--- config.mk ---
export PLATFORM = sky130hd
export DESIGN_NAME = uart_rx_queue
export DESIGN_NICKNAME = d
export VERILOG_FILES = /design/src/rtl/rxq_pkg.sv /design/src/rtl/rxq_fifo.sv /design/src/rtl/rxq_timer.sv /design/src/rtl/rxq_irq.sv /design/src/rtl/uart_rx_queue.sv
export SDC_FILE = /design/constraint.sdc
export NUM_CORES = 1
export LEC_CHECK = 0
export CAP_MARGIN = 10
export CORE_MARGIN = 2
export CORE_UTILIZATION = 67
export CTS_BUF_LIST = sky130_fd_sc_hd__clkbuf_4
export DETAILED_ROUTE_END_ITERATION = 8
export DONT_BUFFER_PORTS = 1
export GPL_TIMING_DRIVEN = 0
export PLACE_DENSITY = 0.87
export SETUP_SLACK_MARGIN = 0.02
export SLEW_MARGIN = 20
export SYNTH_ARGS = -nofsm -noshare
export SYNTH_HDL_FRONTEND = slang
export SYNTH_SLANG_ARGS = --single-unit
--- constraint.sdc ---
create_clock -name clk -period 7 [get_ports clk]
set_input_delay 0.35 -clock clk [delete_from_list [all_inputs] [get_ports clk]]
set_output_delay 0.35 -clock clk [all_outputs]
set_load 0.005 [all_outputs]
--- src/rtl/rxq_pkg.sv ---
// Shared types and register map constants for the UART receive queue.
package rxq_pkg;
    localparam int CHAR_W = 8;

    // One stored entry: flags beside the character.
    typedef struct packed {
        logic              frm;
        logic              par;
        logic              brk;
        logic [CHAR_W-1:0] ch;
    } rx_entry_t;

    localparam int ENTRY_W = $bits(rx_entry_t);

    // Register addresses.
    localparam logic [1:0] ADDR_DATA = 2'd0;
    localparam logic [1:0] ADDR_IRQ  = 2'd1;
    localparam logic [1:0] ADDR_CTRL = 2'd2;

    // Interrupt condition indices.
    localparam int IDX_OVR = 0;
    localparam int IDX_THR = 1;
    localparam int IDX_TMO = 2;
    localparam int N_COND  = 3;
endpackage

--- src/rtl/rxq_fifo.sv ---
// Entry storage: a circular buffer of DEPTH entries with a fill count.
// Assumes DEPTH is a power of two. A push while full and a pop while
// empty are ignored. A clear empties the buffer and wins over push and pop.
module rxq_fifo #(
    parameter int DEPTH = 16,
    parameter int WIDTH = 11,
    localparam int AW = $clog2(DEPTH),
    localparam int CW = $clog2(DEPTH + 1)
) (
    input  logic             clk,
    input  logic             rst_n,
    input  logic             clr,
    input  logic             push,
    input  logic [WIDTH-1:0] wdata,
    input  logic             pop,
    output logic [WIDTH-1:0] rdata,
    output logic [CW-1:0]    count,
    output logic             empty,
    output logic             full
);
    logic [WIDTH-1:0] mem [DEPTH];
    logic [AW-1:0]    wp, rp;
    logic             push_ok, pop_ok;

    assign empty   = (count == '0);
    assign full    = (count == CW'(DEPTH));
    assign push_ok = push && !full && !clr;
    assign pop_ok  = pop && !empty && !clr;
    assign rdata   = mem[rp];

    // Write the incoming entry into the slot at the write pointer.
    always_ff @(posedge clk) begin
        if (push_ok) mem[wp] <= wdata;
    end

    // Move the pointers and the fill count.
    always_ff @(posedge clk) begin
        if (!rst_n || clr) begin
            wp    <= '0;
            rp    <= '0;
            count <= '0;
        end else begin
            if (push_ok) wp <= wp + 1'b1;
            if (pop_ok)  rp <= rp + 1'b1;
            if (push_ok && !pop_ok)      count <= count + 1'b1;
            else if (pop_ok && !push_ok) count <= count - 1'b1;
        end
    end
endmodule

--- src/rtl/rxq_timer.sv ---
// Idle timer counted in character-time pulses. The count restarts on any
// queue activity and holds at zero while the queue is empty. The timer
// fires when the count reaches a non-zero limit and the queue has data.
module rxq_timer #(
    parameter int TO_W = 4
) (
    input  logic            clk,
    input  logic            rst_n,
    input  logic            restart,
    input  logic            empty,
    input  logic            tick,
    input  logic [TO_W-1:0] limit,
    output logic            fired
);
    logic [TO_W-1:0] idle;

    // Count character times since the last activity, saturating at the limit.
    always_ff @(posedge clk) begin
        if (!rst_n || restart || empty) idle <= '0;
        else if (tick && idle != limit)  idle <= idle + 1'b1;
    end

    assign fired = (limit != '0) && (idle == limit) && !empty;
endmodule

--- src/rtl/rxq_irq.sv ---
// Interrupt conditions and enables. Overrun is sticky until a flush;
// threshold and timeout follow their live inputs. The request is the OR
// of the enabled conditions.
module rxq_irq #(
    parameter int N = 3
) (
    input  logic         clk,
    input  logic         rst_n,
    input  logic         flush,
    input  logic         ovr_evt,
    input  logic         thr_hit,
    input  logic         tmo_hit,
    input  logic         en_we,
    input  logic [N-1:0] en_wd,
    output logic [N-1:0] cond,
    output logic [N-1:0] en,
    output logic         irq
);
    import rxq_pkg::*;
    logic ovr_q;

    // Hold the overrun flag until a flush.
    always_ff @(posedge clk) begin
        if (!rst_n || flush) ovr_q <= 1'b0;
        else if (ovr_evt)    ovr_q <= 1'b1;
    end

    // Software-written interrupt enables.
    always_ff @(posedge clk) begin
        if (!rst_n)     en <= '0;
        else if (en_we) en <= en_wd;
    end

    // Gather the conditions in their fixed bit order.
    always_comb begin
        cond          = '0;
        cond[IDX_OVR] = ovr_q;
        cond[IDX_THR] = thr_hit;
        cond[IDX_TMO] = tmo_hit;
    end

    assign irq = |(cond & en);
endmodule

--- src/rtl/uart_rx_queue.sv ---
// UART receive queue top. It decodes the register port, holds the control
// fields and ties storage, timer and interrupt logic together. It assumes
// rx_stb and char_tick are single-cycle pulses in this clock domain.
module uart_rx_queue #(
    parameter int DEPTH   = 16,
    parameter int TO_W    = 4,
    parameter int THR_RST = DEPTH / 2,
    parameter int TO_RST  = 1,
    localparam int CW = $clog2(DEPTH + 1)
) (
    input  logic        clk,
    input  logic        rst_n,
    input  logic        rx_stb,
    input  logic [7:0]  rx_char,
    input  logic        rx_brk,
    input  logic        rx_par,
    input  logic        rx_frm,
    input  logic        char_tick,
    input  logic        reg_sel,
    input  logic        reg_wr,
    input  logic [1:0]  reg_addr,
    input  logic [31:0] reg_wdata,
    output logic [31:0] reg_rdata,
    output logic        irq
);
    import rxq_pkg::*;

    localparam int TO_LSB  = 4;
    localparam int THR_LSB = 8;

    logic              rx_en;
    logic [CW-1:0]     thr;
    logic [TO_W-1:0]   tmo_lim;
    logic              wr_ctrl, wr_irq, rd_data, flush;
    logic              push_req, ovr_evt, pop_req;
    rx_entry_t         in_ent, head;
    logic [CW-1:0]     count;
    logic              empty, full, tmo_hit;
    logic [N_COND-1:0] cond, en;

    assign wr_ctrl  = reg_sel && reg_wr && reg_addr == ADDR_CTRL;
    assign wr_irq   = reg_sel && reg_wr && reg_addr == ADDR_IRQ;
    assign rd_data  = reg_sel && !reg_wr && reg_addr == ADDR_DATA;
    assign flush    = wr_ctrl && reg_wdata[1];
    assign push_req = rx_stb && rx_en && !flush;
    assign ovr_evt  = push_req && full;
    assign pop_req  = rd_data && !empty;

    // Pack the incoming character with its flags.
    always_comb begin
        in_ent.ch  = rx_char;
        in_ent.brk = rx_brk;
        in_ent.par = rx_par;
        in_ent.frm = rx_frm;
    end

    // Control fields: receive enable, timeout limit, threshold.
    always_ff @(posedge clk) begin
        if (!rst_n) begin
            rx_en   <= 1'b0;
            tmo_lim <= TO_W'(TO_RST);
            thr     <= CW'(THR_RST);
        end else if (wr_ctrl) begin
            rx_en   <= reg_wdata[0];
            tmo_lim <= reg_wdata[TO_LSB +: TO_W];
            thr     <= reg_wdata[THR_LSB +: CW];
        end
    end

    rxq_fifo #(.DEPTH(DEPTH), .WIDTH(ENTRY_W)) u_fifo (
        .clk(clk), .rst_n(rst_n), .clr(flush),
        .push(push_req), .wdata(in_ent),
        .pop(pop_req), .rdata(head),
        .count(count), .empty(empty), .full(full)
    );

    rxq_timer #(.TO_W(TO_W)) u_timer (
        .clk(clk), .rst_n(rst_n),
        .restart(flush || pop_req || (push_req && !full)),
        .empty(empty), .tick(char_tick), .limit(tmo_lim),
        .fired(tmo_hit)
    );

    rxq_irq #(.N(N_COND)) u_irq (
        .clk(clk), .rst_n(rst_n), .flush(flush),
        .ovr_evt(ovr_evt), .thr_hit(count > thr), .tmo_hit(tmo_hit),
        .en_we(wr_irq), .en_wd(reg_wdata[N_COND-1:0]),
        .cond(cond), .en(en), .irq(irq)
    );

    // Read multiplexer for the register port.
    always_comb begin
        reg_rdata = '0;
        unique case (reg_addr)
            ADDR_DATA: if (!empty) reg_rdata[11:0] = {head.frm, head.par, head.brk, 1'b1, head.ch};
            ADDR_IRQ: begin
                reg_rdata[N_COND-1:0] = en;
                reg_rdata[8 +: N_COND] = cond;
                reg_rdata[11]          = !empty;
            end
            ADDR_CTRL: begin
                reg_rdata[0]                = rx_en;
                reg_rdata[TO_LSB +: TO_W]   = tmo_lim;
                reg_rdata[THR_LSB +: CW]    = thr;
            end
            default: reg_rdata = '0;
        endcase
    end
endmodule

# ---- After elaboration in Yosys (flattened, before gate mapping)
# Memory sizes are Yosys's and may differ from the RTL's. A register that Yosys moved wholly into a read port is not among the register bits.
# Cells that the tools add are included.
dict set report totals {
  ramBits 176
  n_memories 1
  input_bits 51
  regBits 31
}
dict set report op_classes {
  n_bitwise 1
  mux 13
  n_eq_ne 5
  n_addsub 5
  reduce_logical 36
  order_cmp 1
}
# memory depth width rd rd_ports_with_merged_regs write_ports line_no
set mem_list {}
lappend mem_list {u_fifo.mem 16 11 1 1 1 rxq_fifo.sv:21} ;# logic [WIDTH-1:0] mem [DEPTH];
# op n
set op_table {}
lappend op_table {{1-bit logical AND} 19}
lappend op_table {{4-bit by 1-bit adder with 4-bit output (second input constant)} 3}
lappend op_table {{12-bit 2-to-1 mux} 1}
lappend op_table {{4-bit one-hot mux with 3 select lines} 1}
lappend op_table {{5-bit 2-to-1 mux} 2}
lappend op_table {{4-bit 2-to-1 mux} 2}
lappend op_table {{4-bit one-hot mux with 2 select lines} 1}
lappend op_table {{1-bit logical NOT} 7}
lappend op_table {{5-bit by 1-bit adder with 5-bit output (second input constant)} 1}
lappend op_table {{5-bit equality test (second input constant)} 1}
lappend op_table {{5-bit greater-than comparator} 1}
lappend op_table {{5-bit logical NOT} 1}
lappend op_table {{1-bit logical OR} 5}
lappend op_table {{5-bit by 1-bit subtractor with 5-bit output (second input constant)} 1}
lappend op_table {{4-bit equality test} 1}
lappend op_table {{1-bit 2-to-1 mux} 4}
lappend op_table {{4-bit != test} 1}
lappend op_table {{2-bit one-hot mux with 2 select lines} 1}
lappend op_table {{4-bit nonzero test} 1}
lappend op_table {{3-bit bitwise AND} 1}
lappend op_table {{1-bit one-hot mux with 3 select lines} 1}
lappend op_table {{3-bit OR reduction} 1}
lappend op_table {{2-bit by 1-bit equality test with 1-bit output (second input constant)} 1}
lappend op_table {{2-bit equality test (second input constant)} 1}
lappend op_table {{2 further kinds} 2}

# ---- Logic depth before layout (Yosys ltp)
dict set report depth {
  word_depth 11
  mapped_depth 12
  depth_no_buf 11
}

# ---- By module
# Synthesis repeated with hierarchy kept, for this count alone.
dict set report unflattened {
  cells_unflattened 554
  area_unflattened_um2 8958.6
}
# module area_each_um2 cells_per_inst n_inst seq_area_each_um2
set modules_own_cells {}
lappend modules_own_cells {rxq_fifo 7581.0 381 1 5625.4}
lappend modules_own_cells {uart_rx_queue 947.2 126 1 200.2}
lappend modules_own_cells {rxq_timer 254.0 30 1 80.1}
lappend modules_own_cells {rxq_irq 176.4 17 1 80.1}

# ---- Worst setup path after synthesis
# Ideal clock, no wire load.
dict set report synth_path {
  path_type {input to register}
  from {input port reg_addr[1]}
  to {register u_fifo.count[4]}
  path_buffers 1
  stages 11
  setup_slack_ps 4120
  t_arrival_ps 2760
  setup_ps 121
  required_ps 6879
  cell_sequence {and4b_1 > clkbuf_1 > a221oi_4 > ha_1 > inv_1 > ha_1 > nor2b_1 > o21a_1 > or3_1 > a21o_1 > mux2_2}
}
dict set report synth_between {
  elab_chain_cells 10
  word_cells_on_any_way 19
}
# item line_no
set synth_lines {}
lappend synth_lines {{start: declaration} uart_rx_queue.sv:21} ;# input logic [1:0] reg_addr,
lappend synth_lines {{2-bit equality test (*)} uart_rx_queue.sv:41} ;# assign wr_ctrl = reg_sel && reg_wr && reg_addr == ADDR_CTRL;
lappend synth_lines {{1-bit logical AND (*)} uart_rx_queue.sv:41}
lappend synth_lines {{1-bit logical AND (*)} uart_rx_queue.sv:44} ;# assign flush = wr_ctrl && reg_wdata[1];
lappend synth_lines {{1-bit logical NOT (*)} {rxq_fifo.sv:27, uart_rx_queue.sv:45}}
lappend synth_lines {{1-bit logical AND} uart_rx_queue.sv:45} ;# assign push_req = rx_stb && rx_en && !flush;
lappend synth_lines {{1-bit logical AND} rxq_fifo.sv:27} ;# assign push_ok = push && !full && !clr;
lappend synth_lines {{1-bit logical AND (*)} rxq_fifo.sv:27}
lappend synth_lines {{net u_fifo.push_ok} rxq_fifo.sv:23} ;# logic push_ok, pop_ok;
lappend synth_lines {{1-bit logical NOT} rxq_fifo.sv:46} ;# else if (pop_ok && !push_ok) count <= count - 1'b1;
lappend synth_lines {{1-bit logical AND} rxq_fifo.sv:46}
lappend synth_lines {{2-bit nonzero test (no source line)} --}
lappend synth_lines {{end signal: assignment} rxq_fifo.sv:45} ;# if (push_ok && !pop_ok) count <= count + 1'b1;
lappend synth_lines {{end signal: assignment} rxq_fifo.sv:46}
lappend synth_lines {{end: declaration} rxq_fifo.sv:17} ;# output logic [CW-1:0] count,
# Mark *: on every way through the listed nets, which the timed path passes. The rest lies on a longest branch.
# A chain may end at the register's enable or synchronous reset.

==> results.yml <==
sta:
  slew_viol_final: 0
  fin_crit_sh: 0.483
  hold_violations: 0
  rsz0062_at_grt: "false"
  finalCriticalPeriod_ns: 3.38
  fmax_mhz: 296
  tightest_slew_ns: 1.18
  fin_tns_setup_ns: 0
  slew_headroom: 0.213
  setup_viol: 0
  skew_ns: 0.0343
synthesis:
  ys_types: 48
  ys_seq_area_frac: 0.680
  yosys_warnings: 0
  synthCells: 534
  yosys.area.top_type_share: 0.601
  synthTopCellsByArea: "edfxtp_1 60%, mux4_2 11%, dfxtp_1 8.0%"
  synth_seq_cells: 211
  synth-main-ff-cell: "edfxtp_1"
  syn_avg_cell_area_um2: 16.5
  syn_area_um2: 8800
  synth_top_area_cell: "edfxtp_1"
  synthArstFlopShare: 0
  synth-edff-count: 176
floorplan:
  die_h_um: 119
  rows: 41
  core_um2: 12700
  boundaryPins: 84
  start_util: 0.692
  die_area_um2: 14100
  fp.dieW_um: 119
power:
  switching_power_w: 0.000531
  comb_power_share: 0.032
  p_seq_frac: 0.552
  p_leak_nw: 3.44
  intPower_w: 0.00194
  ir_worst_vdd_mv: 0.199
  swShare: 0.215
  powerDensity_nw_per_um2: 244
  clkPwrFrac: 0.416
cells_and_area:
  n_fill_cell: 643
  nets: 705
  fin_util: 0.796
  drive_above_1_share: 0.268
  final_area_um2: 10100
  syn_to_final_growth_pct: 15.1
  diodes: 0
  stdcell_count: 850
drt:
  routedWlPerCell_um: 23.2
  vias: 5225
  routed_via_density: 6.15
  wirelength_um: 19700
  antenna_left: 0
  first_iter_violations: 578
  dr.pass1.iters: 5
  drc: 0
placement:
  gp_congestion: 0.865
  place_hpwl_um: 12100
  place_area_um2: 9140
  portBuffers: 0
  dp_cells: 728
grt:
  track_usage: 0.287
  overflow: 0
  grt_pass1_vias: 5357
  grt_max_degree: 17
  antenna_found_initial: 0
  grt_pass1_wl_um: 29900
critical_path:
  worst_ep_arrival_time_ns: 3.03
  ff2ff_path_depth: 12
  cp_max_fo: 10
  critPathKind: "reg -> out"
  worst-endpoint-required_ns: 6.65
  startpoint_type: "flip-flop"
  end_kind: "output port"
cts:
  cts_setup_buffers: 0
  cts_htree_levels: 2
  cts_tree: "yes"
  root_buffer: "clkbuf_4"
  clockBufferDepth: 3
  insertion_delay_ns: 0.67
  cts_made_buffers: 50
  cts_resized: 0
  cts-hold-fix-buffers: 29
  clkTransAtPathRegs_ns: 0.07
  clock_sink_count: 211
hold_path:
  min_path_type: "in -> reg"
  hold_path_depth: 3
run:
  maxCapViolCount: 0
run_status:
  outcome: "complete, no violations"
## stage by stage
| step | power, W | hold slack (ns) | worst slack (ns) |
|---|---|---|---|
| finish | 0.00247 | 0.0644 | 3.62 |
| global route | 0.00255 | 0.0427 | 3.48 |
| CTS | 0.00248 | 0.00971 | 3.61 |
| detailed placement | 0.00144 | 0.450 | 3.82 |
| global placement | 0.00144 | 0.449 | 3.64 |
| floorplan | 0.00143 | 0.449 | 4.12 |
## per-layer routing
metal  vias to the layer above  global-route usage  wire length, um
met5                         -                   0                0
met4                         0               0.102              469
met3                        52              0.0724             1760
met2                       305               0.481            10000
met1                      2604               0.367             7470
li1                       2264                   -                -
## layout by cell type, fill, tap and decap left out, types with 10 or more instances in the layout
master         count
mux4_2            44
nand3_1           12
mux2i_1           23
edfxtp_1         176
nand2_1           40
clkinv_1          11
conb_1            19
a21oi_1           10
nor2_2            10
dlygate4sd3_1     29
nor2_1            26
buf_4             23
inv_1             10
ha_1              16
clkbuf_4          78
dfxtp_1           35
## kinds of logic (layout without fill, tap and decap cells)
| group | Yosys count | after routing | synth area share |
|---|---|---|---|
| other cells | 1 | 19 | 0.000426 |
| flops | 211 | 211 | 0.680 |
| fa+ha+maj | 17 | 17 | 0.0250 |
| xor+xnor | 15 | 15 | 0.0149 |
| buf+inv | 52 | 178 | 0.0327 |
| mux | 71 | 71 | 0.144 |
| compound gates | 42 | 42 | 0.0348 |
| simple gates | 125 | 125 | 0.0681 |
## registers in the layout, indices dropped and copies added (netlist names), named ones only
| signal | cells |
|---|---|
| rx_en | 1 |
| u_fifo.rp | 4 |
| u_timer.idle | 4 |
| u_fifo.count | 5 |
| u_irq.ovr_q | 1 |
| u_fifo.mem | 176 |
| tmo_lim | 4 |
| thr | 5 |
| u_irq.en | 3 |
| u_fifo.wp | 4 |
## worst paths after layout
| kind | startpoint | end | slack [ns] |
|---|---|---|---|
| worst max-delay path | flip-flop | reg_rdata[6] | 3.62 |
| worst max register to register | u_fifo.count[1] | u_fifo.count[4] | 3.80 |
| worst min register to register | thr[1] | thr[1] | 0.51 |
| worst min-delay path | reg_wdata[1] | u_fifo.count[3] | 0.06 |
## Yosys cell counts, drive strengths merged, types with 4 or more instances
cell type	instances
a21boi	8
a21oi	10
buf	32
clkbuf	10
dfxtp	35
edfxtp	176
ha	16
inv	10
mux2	4
mux2i	23
mux4	44
nand2	41
nand3	12
nand4	5
nor2	36
nor2b	8
nor3	4
o21ai	7
o221ai	6
xnor2	8
xor2	7
## cell type report
type / count / area, um2 / area share
Multi-Input combinational cell: 289 / 2640 / 0.261
Clock buffer: 78 / 586 / 0.0578
Buffer: 42 / 250 / 0.0247
Clock inverter: 15 / 88.8 / 0.00877
Sequential cell: 211 / 5990 / 0.591
Tap cell: 172 / 215 / 0.0213
Inverter: 10 / 37.5 / 0.00371
Timing Repair Buffer: 33 / 324 / 0.0320
## power groups by stage
stage	clock network [W]	logic [W]	registers, W
6_report	0.00103	0.0000799	0.00136
5_1_grt	0.00110	0.0000858	0.00136
4_1_cts	0.00104	0.0000763	0.00136
3_5_place_dp	0	0.0000490	0.00139
3_3_place_gp	0	0.0000469	0.00139
2_1_floorplan	0	0.0000402	0.00139
## critical path, stage by stage, from the launching register on
cell	delay [ns]
dfxtp_1	0.32
buf_2	0.22
buf_2	0.31
buf_1	0.59
mux4_2	0.41
mux2i_1	0.28
o221ai_1	0.25
(Power assumes the default switching activity.)
